## src/rtl/strap_led_pkg.sv

```systemverilog
package strap_led_pkg;
  parameter int unsigned LED_PADS = 5;

  typedef struct packed {
    logic speed_100;
    logic full_duplex;
    logic aneg_en;
    logic mii_mode;
  } strap_cfg_t;

  parameter int unsigned CFG_BITS = $bits(strap_cfg_t);
endpackage

```

## src/rtl/strap_sync.sv

```systemverilog
// Multi-stage synchronizer for pad levels; intentionally not reset so it
// keeps sampling while the chip is held in reset.
module strap_sync #(
  parameter int unsigned WIDTH  = 9,
  parameter int unsigned STAGES = 2
) (
  input  logic             clk,
  input  logic [WIDTH-1:0] d,
  output logic [WIDTH-1:0] q
);
  logic [WIDTH-1:0] stage_q [STAGES];

  always_ff @(posedge clk) stage_q[0] <= d;

  for (genvar s = 1; s < STAGES; s++) begin : g_stage
    always_ff @(posedge clk) stage_q[s] <= stage_q[s-1];
  end

  assign q = stage_q[STAGES-1];
endmodule

```

## src/rtl/reset_release_seq.sv

```systemverilog
// Retimes reset release: 'go' marks the latching edge, 'run' follows one edge later.
module reset_release_seq #(
  parameter int unsigned STAGES = 2
) (
  input  logic clk,
  input  logic rst_n,
  output logic capture_en,
  output logic go,
  output logic run
);
  logic [STAGES-1:0] rel_q;
  logic              run_q;

  if (STAGES == 1) begin : g_one
    always_ff @(posedge clk or negedge rst_n) begin
      if (!rst_n) rel_q <= '0;
      else        rel_q <= 1'b1;
    end
  end else begin : g_many
    always_ff @(posedge clk or negedge rst_n) begin
      if (!rst_n) rel_q <= '0;
      else        rel_q <= {rel_q[STAGES-2:0], 1'b1};
    end
  end

  always_ff @(posedge clk or negedge rst_n) begin
    if (!rst_n) run_q <= 1'b0;
    else        run_q <= rel_q[STAGES-1];
  end

  assign go         = rel_q[STAGES-1];
  assign capture_en = ~rel_q[STAGES-1];
  assign run        = run_q;
endmodule

```

## src/rtl/strap_capture.sv

```systemverilog
// Holds strap values; tracks the synchronized pads until capture closes.
module strap_capture #(
  parameter int unsigned WIDTH = 9
) (
  input  logic             clk,
  input  logic             capture_en,
  input  logic [WIDTH-1:0] d,
  output logic [WIDTH-1:0] q
);
  logic [WIDTH-1:0] hold_q;

  always_ff @(posedge clk) begin
    if (capture_en) hold_q <= d;
  end

  assign q = hold_q;
endmodule

```

## src/rtl/led_drive.sv

```systemverilog
// Per-pad LED driver with polarity taken from the pad's own strap bit.
module led_drive #(
  parameter int unsigned PADS = 5
) (
  input  logic            clk,
  input  logic            rst_n,
  input  logic            go,
  input  logic            run,
  input  logic [PADS-1:0] status,
  input  logic [PADS-1:0] polarity,
  output logic [PADS-1:0] oe,
  output logic [PADS-1:0] level
);
  for (genvar i = 0; i < PADS; i++) begin : g_pad
    logic lvl_q;
    always_ff @(posedge clk or negedge rst_n) begin
      if (!rst_n)  lvl_q <= 1'b0;
      else if (go) lvl_q <= status[i] ^ polarity[i];
      else         lvl_q <= 1'b0;
    end
    assign level[i] = lvl_q;
    assign oe[i]    = run;
  end
endmodule

```

## src/rtl/strap_led_ctrl.sv

```systemverilog
module strap_led_ctrl
  import strap_led_pkg::*;
#(
  parameter int unsigned NPADS       = LED_PADS,
  parameter int unsigned SYNC_STAGES = 2,
  parameter int unsigned REL_STAGES  = 2
) (
  input  logic             clk,
  input  logic             rst_n,
  input  logic [NPADS-1:0] pad_addr_in,
  input  logic             pad_speed_in,
  input  logic             pad_duplex_in,
  input  logic             pad_aneg_in,
  input  logic             pad_mode_in,
  input  logic [NPADS-1:0] led_status,
  output logic [NPADS-1:0] phy_addr,
  output logic             cfg_speed_100,
  output logic             cfg_full_duplex,
  output logic             cfg_aneg_en,
  output logic             cfg_mii_mode,
  output logic [NPADS-1:0] pad_oe,
  output logic [NPADS-1:0] pad_out
);
  localparam int unsigned ALL_BITS = NPADS + CFG_BITS;

  strap_cfg_t            raw_cfg, held_cfg;
  logic [ALL_BITS-1:0]   raw_bus, sync_bus, held_bus;
  logic                  capture_en, go, run;
  logic [NPADS-1:0]      held_addr;

  assign raw_cfg = '{speed_100:   pad_speed_in,
                     full_duplex: pad_duplex_in,
                     aneg_en:     pad_aneg_in,
                     mii_mode:    pad_mode_in};
  assign raw_bus = {raw_cfg, pad_addr_in};

  strap_sync #(.WIDTH(ALL_BITS), .STAGES(SYNC_STAGES)) u_sync (
    .clk (clk),
    .d   (raw_bus),
    .q   (sync_bus)
  );

  reset_release_seq #(.STAGES(REL_STAGES)) u_seq (
    .clk        (clk),
    .rst_n      (rst_n),
    .capture_en (capture_en),
    .go         (go),
    .run        (run)
  );

  strap_capture #(.WIDTH(ALL_BITS)) u_cap (
    .clk        (clk),
    .capture_en (capture_en),
    .d          (sync_bus),
    .q          (held_bus)
  );

  assign held_addr = held_bus[NPADS-1:0];
  assign held_cfg  = strap_cfg_t'(held_bus[ALL_BITS-1:NPADS]);

  led_drive #(.PADS(NPADS)) u_led (
    .clk      (clk),
    .rst_n    (rst_n),
    .go       (go),
    .run      (run),
    .status   (led_status),
    .polarity (held_addr),
    .oe       (pad_oe),
    .level    (pad_out)
  );

  assign phy_addr        = held_addr;
  assign cfg_speed_100   = held_cfg.speed_100;
  assign cfg_full_duplex = held_cfg.full_duplex;
  assign cfg_aneg_en     = held_cfg.aneg_en;
  assign cfg_mii_mode    = held_cfg.mii_mode;
endmodule

```

## config.mk

```make
export PLATFORM = sky130hd
export DESIGN_NAME = strap_led_ctrl
export DESIGN_NICKNAME = d
export VERILOG_FILES = /design/src/rtl/strap_led_pkg.sv /design/src/rtl/strap_sync.sv /design/src/rtl/reset_release_seq.sv /design/src/rtl/strap_capture.sv /design/src/rtl/led_drive.sv /design/src/rtl/strap_led_ctrl.sv
export SDC_FILE = /design/constraint.sdc
export NUM_CORES = 1
export LEC_CHECK = 0
export BUFFER_PORTS_ARGS = -buffer_cell sky130_fd_sc_hd__buf_2
export CAP_MARGIN = 15
export CORE_MARGIN = 1.5
export CORE_UTILIZATION = 41
export DETAILED_ROUTE_END_ITERATION = 8
export GPL_TIMING_DRIVEN = 0
export PLACE_DENSITY = 0.71
export SLEW_MARGIN = 15
export SYNTH_ARGS = -nofsm -noshare
export SYNTH_HDL_FRONTEND = slang
export SYNTH_SLANG_ARGS = --single-unit
```

## constraint.sdc

```tcl
create_clock -name clk -period 1.03 [get_ports clk]
set_input_delay 0.103 -clock clk [delete_from_list [all_inputs] [get_ports clk]]
set_output_delay 0.103 -clock clk [all_outputs]
set_load 0.01 [all_outputs]
```

## Yosys cells after proc, flatten, opt, wreduce, memory -nomap -nowiden

Memory sizes are Yosys's and may differ from the RTL's. A register that Yosys moved wholly into a read port is not among the register bits.
Cells that the tools add are included.

- Muxes and demuxes: 5
- Bitwise gates (word level): 5
- Reductions and logical operators: 1

Operators by type and width:

| operator | count |
|---|---|
| $mux 1 | 5 |
| $xor 1x1->1 | 5 |
| $logic_not 1->1 | 1 |

- Register bits: 8
- RAM bits: 18
- Bits of input ports: 16
- Output and inout port bits: 19
- Logic and storage cells: 19
- Memories kept: 1

Memories:

| memory | words | width | read ports | clocked after memory_dff | wr ports | RTL line | RTL |
|---|---|---|---|---|---|---|---|
| u_sync.stage_q | 2 | 9 | 2 | 1 | 2 | strap_sync.sv:11 | `logic [WIDTH-1:0] stage_q [STAGES];` |

## Depth between registers and ports, before layout

Gate-level depths: netlist of the first run.

- Depth after elaboration: 2
- Depth in mapped cells: 2
- Depth with buffers taken out: 2

## Hierarchy

Synthesis of the first run repeated with hierarchy kept, for this count alone.

- Cell total of the unflattened synthesis: 66
- Area, all modules: 1056.0 um^2

By module, submodules not included:

| module | times used | cells each | area an instance (um^2) |
|---|---|---|---|
| strap_sync | 1 | 27 | 427.9 |
| led_drive | 1 | 25 | 275.3 |
| strap_capture | 1 | 9 | 270.3 |
| reset_release_seq | 1 | 5 | 82.6 |

## Worst setup path after synthesis of the first run

OpenSTA, ideal clock, no wires.

- Path kind: flip-flop to flip-flop
- Start point: register u_seq.rel_q[1]
- End point: register u_cap.hold_q[0] (netlist: u_cap.q[0]), read port of u_sync.stage_q (enable)
- Arrival time: 0.622 ns
- Data required time: 0.683 ns
- Setup slack: 0.061 ns
- Stages on the path, launching flop included: 2
- Clock period less this slack: 0.969 ns
- Cell sequence: dfrtp_1 -> inv_1

- Longest elaborated chain between the ends: 1

RTL lines:

| what | RTL line | RTL |
|---|---|---|
| start, declared | reset_release_seq.sv:11 | `logic [STAGES-1:0] rel_q;` |
| start signal, assigned | reset_release_seq.sv:22 | `else rel_q <= {rel_q[STAGES-2:0], 1'b1};` |
| $logic_not 1->1 (no source line) | n/a |  |
| end, declared | strap_capture.sv:10 | `logic [WIDTH-1:0] hold_q;` |

Every way passes these cells.

## Worst setup path after layout of the first run

- Start point: register u_seq.run_q (netlist: u_seq.run)
- End point: output pad_oe[1]

RTL lines:

| what | RTL line | RTL |
|---|---|---|
| start, declared | reset_release_seq.sv:12 | `logic run_q;` |
| start signal, assigned | reset_release_seq.sv:28 | `else run_q <= rel_q[STAGES-1];` |
| end, declared | strap_led_ctrl.sv:21 | `output logic [NPADS-1:0] pad_oe,` |

No word-level cell between the ends.

==> results by group, run 1 <==
Setup path
  – Worst reg2reg path depth: 1
  – Worst stage delay on the critical path: 0.43 ns
  – Buf+Inv Stages, Crit Path: 2
  – CP Cell Sequence: buf_4, buf_6
  – CP Data Arrival Time: 1.02 ns
  – Total stage count of the critical path: 2
  – Critical Path RT: 0.93 ns
  – Crit path max-delay family: flip-flops
  – Crit. End Element: output port
  – Register-to-register setup slack: 0.06 ns
  – Slowest CP cell: dfrtp_1
  – CP Class: reg2out
  – Crit path launch type: flip-flop
  – RR Startpoint: u_seq.rel_q[1]
  – Max Fanout on Critical Path: 5
  – Reg2reg end: u_cap.q[2]

Layout
  – Area Overhead vs Synth: 42.1%
  – Final core occ: 62.1%
  – Share of cells above drive strength 1: 46.7%
  – Nets: 122
  – Commonest non-fill, non-tap cell in the layout: buf_2
  – Antenna fix cells: 0
  – Final Non-Filler Cells: 135
  – Most frequent cells in the layout: buf_2, dfxtp_1, dlygate4sd3_1, buf_6, edfxtp_1

Detailed routing
  – Wire per inst: 10.4 microns
  – Number of iterations in the first detailed-routing pass: 2
  – Iter 0 DRT Violations: 9
  – Drt drc: 0
  – Antenna viol nets, final: 0
  – Vias post-DR: 531
  – Final wirelength: 1400 microns
  – Vias per cell: 3.93

Status
  – Status: finished, violations left
  – Failing checks: negative setup slack

Die
  – Die height: 51.8 microns
  – Starting Density: 43.7%
  – Core Region: 0.00223 sq mm
  – Die Span X: 51.8 microns
  – Ports: 35
  – Num rows: 17
  – Die Area: 0.00268 sq mm

Clock tree
  – Worst-Skew Late Latency: 0.33 ns
  – H-tree depth: 2
  – Reg clk slew, reported paths: 0.09 ns
  – TritonCTS buffer count: 5
  – Max clock buf depth: 2
  – CTS tree: built
  – Root Buffer: clkbuf_4
  – Sink Count: 35

Global route
  – Global-route wire length before repair: 1970 microns
  – Initial antenna violation count: 0
  – Remaining Overflow, GRT: 0
  – Total global-route track usage: 11.6%
  – Largest net degree at the start of global routing: 15
  – Vias in the first global route: 507

Place
  – DP Cell Count: 119
  – RePlAce Congestion: 0.624
  – Setup Slack @ Placement: -0.0611 ns
  – Port Buffers: 34

Synthesis
  – Flops & latches, synth: 35
  – Synthesis warning total: 0
  – Cells after Synth: 57
  – Syn Nets: 73
  – Avg Cell Area, Syn: 17.1 sq um
  – Register area share after synthesis: 85.1%
  – Cell variety after synth: 8
  – Cell area after synthesis: 976 sq um

Power and ir drop
  – Leak Pwr: 0.622 nW
  – Peak supply drop: 1.32 mV
  – Pwr dens: 1770 mW/mm^2

Timing
  – RSZ-0062 raised after global routing: yes
  – Period utilization: 109%
  – Hold_ws: 0.0132 ns
  – Worst Clk Skew: 0.00672 ns
  – Tmin final: 1.12 ns
  – Final WS setup: -0.0929 ns
  – Fin. Hold Viols: 0
  – Final setup violation count: 5
  – Fmax: 0.891 GHz
  – Final Max Tran Viols: 0

Worst hold path
  – Hold Crit Depth: 3
  – Hold Path End: u_led.g_pad[2].lvl_q
  – Hold Path Class: in2reg
  – Hold wc startpoint: led_status[2]

Flow run
  – Max Cap Violations: 0
what timing repair did:
action / CTS / global route
gates resized for setup: 11 / 1
setup buffers: 0 / 2
setup endpoints to repair: 19 / 19
cloned: 0 / 1
hold buffers: 10 / 0
pin swaps: 0 / 0
hold endpoints to repair: 17 / 0
synthesized netlist by cell type (all sizes together):
cell,n,area share [%]
dfrtp,8,21
xnor2,5,4.5
conb,1,0.38
dfxtp,18,37
nor2,5,1.9
buf,10,7.7
inv,1,0.38
edfxtp,9,28
cell families (layout without fill, tap and decap cells):
group | after synthesis | count (layout) | share of synthesized area [%]
xor+xnor | 5 | 5 | 4.49
buf+inv | 11 | 61 | 8.08
flops | 35 | 35 | 85.1
other cells | 1 | 1 | 0.384
simple gates | 5 | 5 | 1.92
cell type report:
type	count	area, sq um
flip-flops and latches	35	831
fillers	178	847
multi-input cells	11	66.3
clock inverters	2	12.5
inverters	1	7.51
plain buffers	5	37.5
repair inverters	1	7.51
clock buffers	6	41.3
repair buffers	46	348
well taps	28	35.0
sequential cells by signal (all words and copies together), names as in the netlist:
signal	flops
u_cap.q	9
u_seq.run	1
u_led.g_pad.lvl_q	5
u_seq.rel_q	2
u_sync.stage_q	18
where the power goes:
| part | total (mW) | internal (mW) | switching (mW) |
|---|---|---|---|
| sequential | 1.54 | 1.51 | 0.0339 |
| combinational | 0.244 | 0.151 | 0.0928 |
| clock | 0.677 | 0.263 | 0.414 |
| total | 2.46 | 1.92 | 0.541 |
worst max-delay path by stage:
stage	endpoint	start	slack, ns
after floorplan	u_cap.q[0]	u_seq.rel_q[1]	0.06
after global placement	u_cap.q[7]	u_seq.rel_q[1]	-0.05
after detailed placement	u_cap.q[4]	u_seq.rel_q[1]	-0.06
after CTS	pad_oe[4]	u_seq.run	-0.10
after global routing	pad_oe[1]	u_seq.run	-0.15
final	pad_oe[1]	u_seq.run	-0.09
metrics by stage:
stage | setup TNS [ns] | cell area [sq um] | power, mW
floorplan | 0 | 976 | 1.66
global placement | -0.444 | 1180 | 1.75
detailed placement | -0.549 | 1180 | 1.76
CTS | -0.496 | 1360 | 2.47
global route | -0.830 | 1390 | 2.56
finish | -0.449 | 1390 | 2.46
metal layers:
metal | wire [microns] | part of all wire [%] | global-route usage [%] | vias to the layer above
li1 | - | - | - | 266
met1 | 495 | 35 | 7.81 | 239
met2 | 804 | 58 | 20.7 | 22
met3 | 72 | 5.2 | 7.76 | 4
met4 | 25 | 1.8 | 9.21 | 0
met5 | 0 | 0 | 0 | -
(Power assumes the default switching activity.)
==> run 2: changes to the inputs <==
--- a/config.mk
+++ b/config.mk
@@ -8,10 +8,10 @@
 export BUFFER_PORTS_ARGS = -buffer_cell sky130_fd_sc_hd__buf_2
 export CAP_MARGIN = 15
 export CORE_MARGIN = 1.5
-export CORE_UTILIZATION = 41
+export CORE_UTILIZATION = 49
 export DETAILED_ROUTE_END_ITERATION = 8
 export GPL_TIMING_DRIVEN = 0
-export PLACE_DENSITY = 0.71
+export PLACE_DENSITY = 0.79
 export SLEW_MARGIN = 15
 export SYNTH_ARGS = -nofsm -noshare
 export SYNTH_HDL_FRONTEND = slang
==> constraint.sdc (replaced) <==
create_clock -name clk -period 1.4 [get_ports clk]
set_input_delay 0.14 -clock clk [delete_from_list [all_inputs] [get_ports clk]]
set_output_delay 0.14 -clock clk [all_outputs]
set_load 0.01 [all_outputs]
==> run 2 against run 1 <==
Effect of this change: the run now ends clean; final area down 0.54%; clock-buffer cell count unchanged; combinational power down 33%; first-iteration DRC count down 100%; via count up 2.1%; clock power up 25%; critical path type unchanged; critical endpoint is now pad_oe[4]; largest cell class unchanged.
==> results by group, run 2 (synthesized netlist as in run 1, its figures left out) <==
Global route
  – Largest net degree at the start of global routing: 15 (unchanged)
  – Vias in the first global route: 527 (was 507)
  – Global-route wire length before repair: 1920 microns (was 1970 microns)
  – Total global-route track usage: 13.9% (was 11.6%)
  – Remaining Overflow, GRT: 0 (unchanged)
  – Initial antenna violation count: 0 (unchanged)

Timing
  – Period utilization: 82.5%
  – TNS Setup: 0 ns (was -0.449 ns)
  – Final Max Tran Viols: 0 (unchanged)
  – Final setup violation count: 0 (was 5)
  – Fmax: 0.866 GHz
  – Fin. Hold Viols: 0 (unchanged)
  – Worst Clk Skew: 0.00893 ns (was 0.00672 ns)
  – Tmin final: 1.16 ns
  – RSZ-0062 raised after global routing: no (was yes)

Detailed routing
  – Drt drc: 0 (unchanged)
  – Iter 0 DRT Violations: 0 (was 9)
  – Wire per inst: 9.63 microns (was 10.4 microns)
  – Vias per cell: 4.04 (was 3.93)
  – Antenna viol nets, final: 0 (unchanged)
  – Vias post-DR: 542 (was 531)
  – Final wirelength: 1290 microns (was 1400 microns)
  – Number of iterations in the first detailed-routing pass: 1 (was 2)

Layout
  – Max reg flops: 18 (unchanged)
  – Area Overhead vs Synth: 41.3% (was 42.1%)
  – Most frequent cells in the layout: buf_2, dfxtp_1, buf_4, dlygate4sd3_1, edfxtp_1 (was buf_2, dfxtp_1, dlygate4sd3_1, buf_6, edfxtp_1)
  – Multi-input logic area: 66.3 sq um (unchanged)
  – Nets: 124 (was 122)
  – Commonest non-fill, non-tap cell in the layout: buf_2 (unchanged)
  – Fill cell count: 122 (was 178)
  – Share of cells above drive strength 1: 46.8% (was 46.7%)
  – Final core occ: 76.5% (was 62.1%)
  – Antenna fix cells: 0 (unchanged)
  – Biggest register: u_sync.stage_q (unchanged)
  – Register area: 831 sq um (unchanged)
  – Final Non-Filler Cells: 134 (was 135)
  – Final instance area: 0.00138 sq mm (was 0.00139 sq mm)

Setup path
  – CP Data Arrival Time: 1.02 ns (about the same)
  – CP Cell Sequence: buf_4, buf_2 (was buf_4, buf_6)
  – Worst stage delay on the critical path: 0.43 ns (about the same)
  – Crit path launch type: flip-flop (unchanged)
  – Slowest CP cell: dfrtp_1 (unchanged)
  – Register-to-register setup slack: 0.31 ns (was 0.06 ns)
  – CP Class: reg2out (unchanged)
  – Max Fanout on Critical Path: 5 (unchanged)
  – Critical Path RT: 1.26 ns (was 0.93 ns)
  – Crit. End Element: output port (unchanged)

Power and ir drop
  – Flop pwr share: 52.8% (was 62.6%)
  – Peak supply drop: 1.44 mV (was 1.32 mV)
  – Comb power frac: 7.7% (was 9.9%)
  – P_int: 1.76 mW (was 1.92 mW)
  – Switching power: 0.377 mW (was 0.541 mW)
  – Leak Pwr: 0.650 nW (was 0.622 nW)
  – Pwr dens: 1550 mW/mm^2 (was 1770 mW/mm^2)
  – Switching Share: 17.6% (was 22.0%)
  – Clock power share: 39.6% (was 27.5%)

Die
  – Num rows: 15 (was 17)
  – Core Region: 0.00180 sq mm (was 0.00223 sq mm)
  – Ports: 35 (unchanged)
  – Die Area: 0.00227 sq mm (was 0.00268 sq mm)
  – Die height: 47.6 microns (was 51.8 microns)
  – Die Span X: 47.6 microns (was 51.8 microns)
  – Starting Density: 54.2% (was 43.7%)

Place
  – DP Cell Count: 116 (was 119)
  – Detailed Place HPWL: 935 microns
  – RePlAce Congestion: 0.612 (was 0.624)
  – Port Buffers: 34 (unchanged)
  – Placed cell areas: 0.00118 sq mm (about the same)

Clock tree
  – Worst-Skew Late Latency: 0.32 ns (was 0.33 ns)
  – H-tree depth: 2 (unchanged)
  – CTS tree: built (unchanged)
  – Sink Count: 35 (unchanged)
  – Root Buffer: clkbuf_4 (unchanged)
  – Reg clk slew, reported paths: 0.09 ns (about the same)
  – TritonCTS buffer count: 5 (unchanged)
  – Max clock buf depth: 2 (unchanged)

Worst hold path
  – Hold Path Class: in2reg (unchanged)

Flow run
  – Max Cap Violations: 0 (unchanged)

Status
  – Status: finished, final reports clean (was finished, violations left)
[run 2: changes by cell type in the layout (fill, tap and decap cells not counted)]
| cell | previous run | this run |
|---|---|---|
| clkinvlp_4 | 3 | 0 |
| bufinv_16 | 0 | 2 |
| buf_6 | 10 | 0 |
| buf_4 | 7 | 10 |
| clkinv_2 | 1 | 0 |
| inv_1 | 0 | 1 |
| buf_2 | 24 | 34 |
[run 2: worst max-delay path, delay by kind of cell (launching register included)]
kind	cells	cell delay, ns
flops	1	0.43
buf+inv	2	0.28
[run 2: layout make-up]
| cell class | instances | share of cell area [%] |
|---|---|---|
| tap | 25 | 2.27 |
| timing repair buffer | 44 | 19.6 |
| buffer | 10 | 5.44 |
| multi-input combinational | 11 | 4.81 |
| inverter | 1 | 0.272 |
| sequential | 35 | 60.3 |
| clock buffer | 6 | 2.99 |
| clock inverter | 2 | 4.36 |
[run 2: power groups by stage]
stage               clock, mW  sequential [mW]  combinational, mW
detailed placement          0             1.15              0.144
global placement            0             1.15              0.140
finish                  0.846             1.13              0.164
CTS                     0.867             1.13              0.166
floorplan                   0             1.16             0.0652
global route            0.909             1.14              0.184
[run 2: final timing paths]
path / start / endpoint / cells past startpoint
min: led_status[3] / u_led.g_pad[3].lvl_q / 3
min reg2reg: u_sync.stage_q[0][3] / u_sync.stage_q[1][3] / 0
min in group asynchronous: rst_n / u_seq.rel_q[0] / 2
max: u_seq.run / pad_oe[4] / 2
max in group asynchronous: rst_n / u_seq.rel_q[1] / 2
max reg2reg: u_seq.rel_q[1] / u_cap.q[2] / 1
[run 2: per-layer routing]
metal	vias to the layer above	GRT usage, %	wire, microns
li1	270	-	-
met1	243	9.80	427
met2	25	27.0	761
met3	4	5.66	78
met4	0	11.4	24
met5	-	0	0
[run 2: timing repair]
item / CTS / global route
hold endpoints to repair: 17 / 0
hold buffers: 10 / 0
resized for setup: 0 / 0
buffers inserted: 0 / 0
[run 2: per-stage QoR]
| step | hold WS (ns) | total power, mW | setup slack (ns) |
|---|---|---|---|
| floorplan | -0.156 | 1.22 | 0.431 |
| global placement | -0.0204 | 1.29 | 0.335 |
| detailed placement | -0.0119 | 1.30 | 0.296 |
| CTS | 0.0589 | 2.16 | 0.222 |
| global route | 0.0695 | 2.23 | 0.192 |
| finish | 0.0710 | 2.14 | 0.245 |
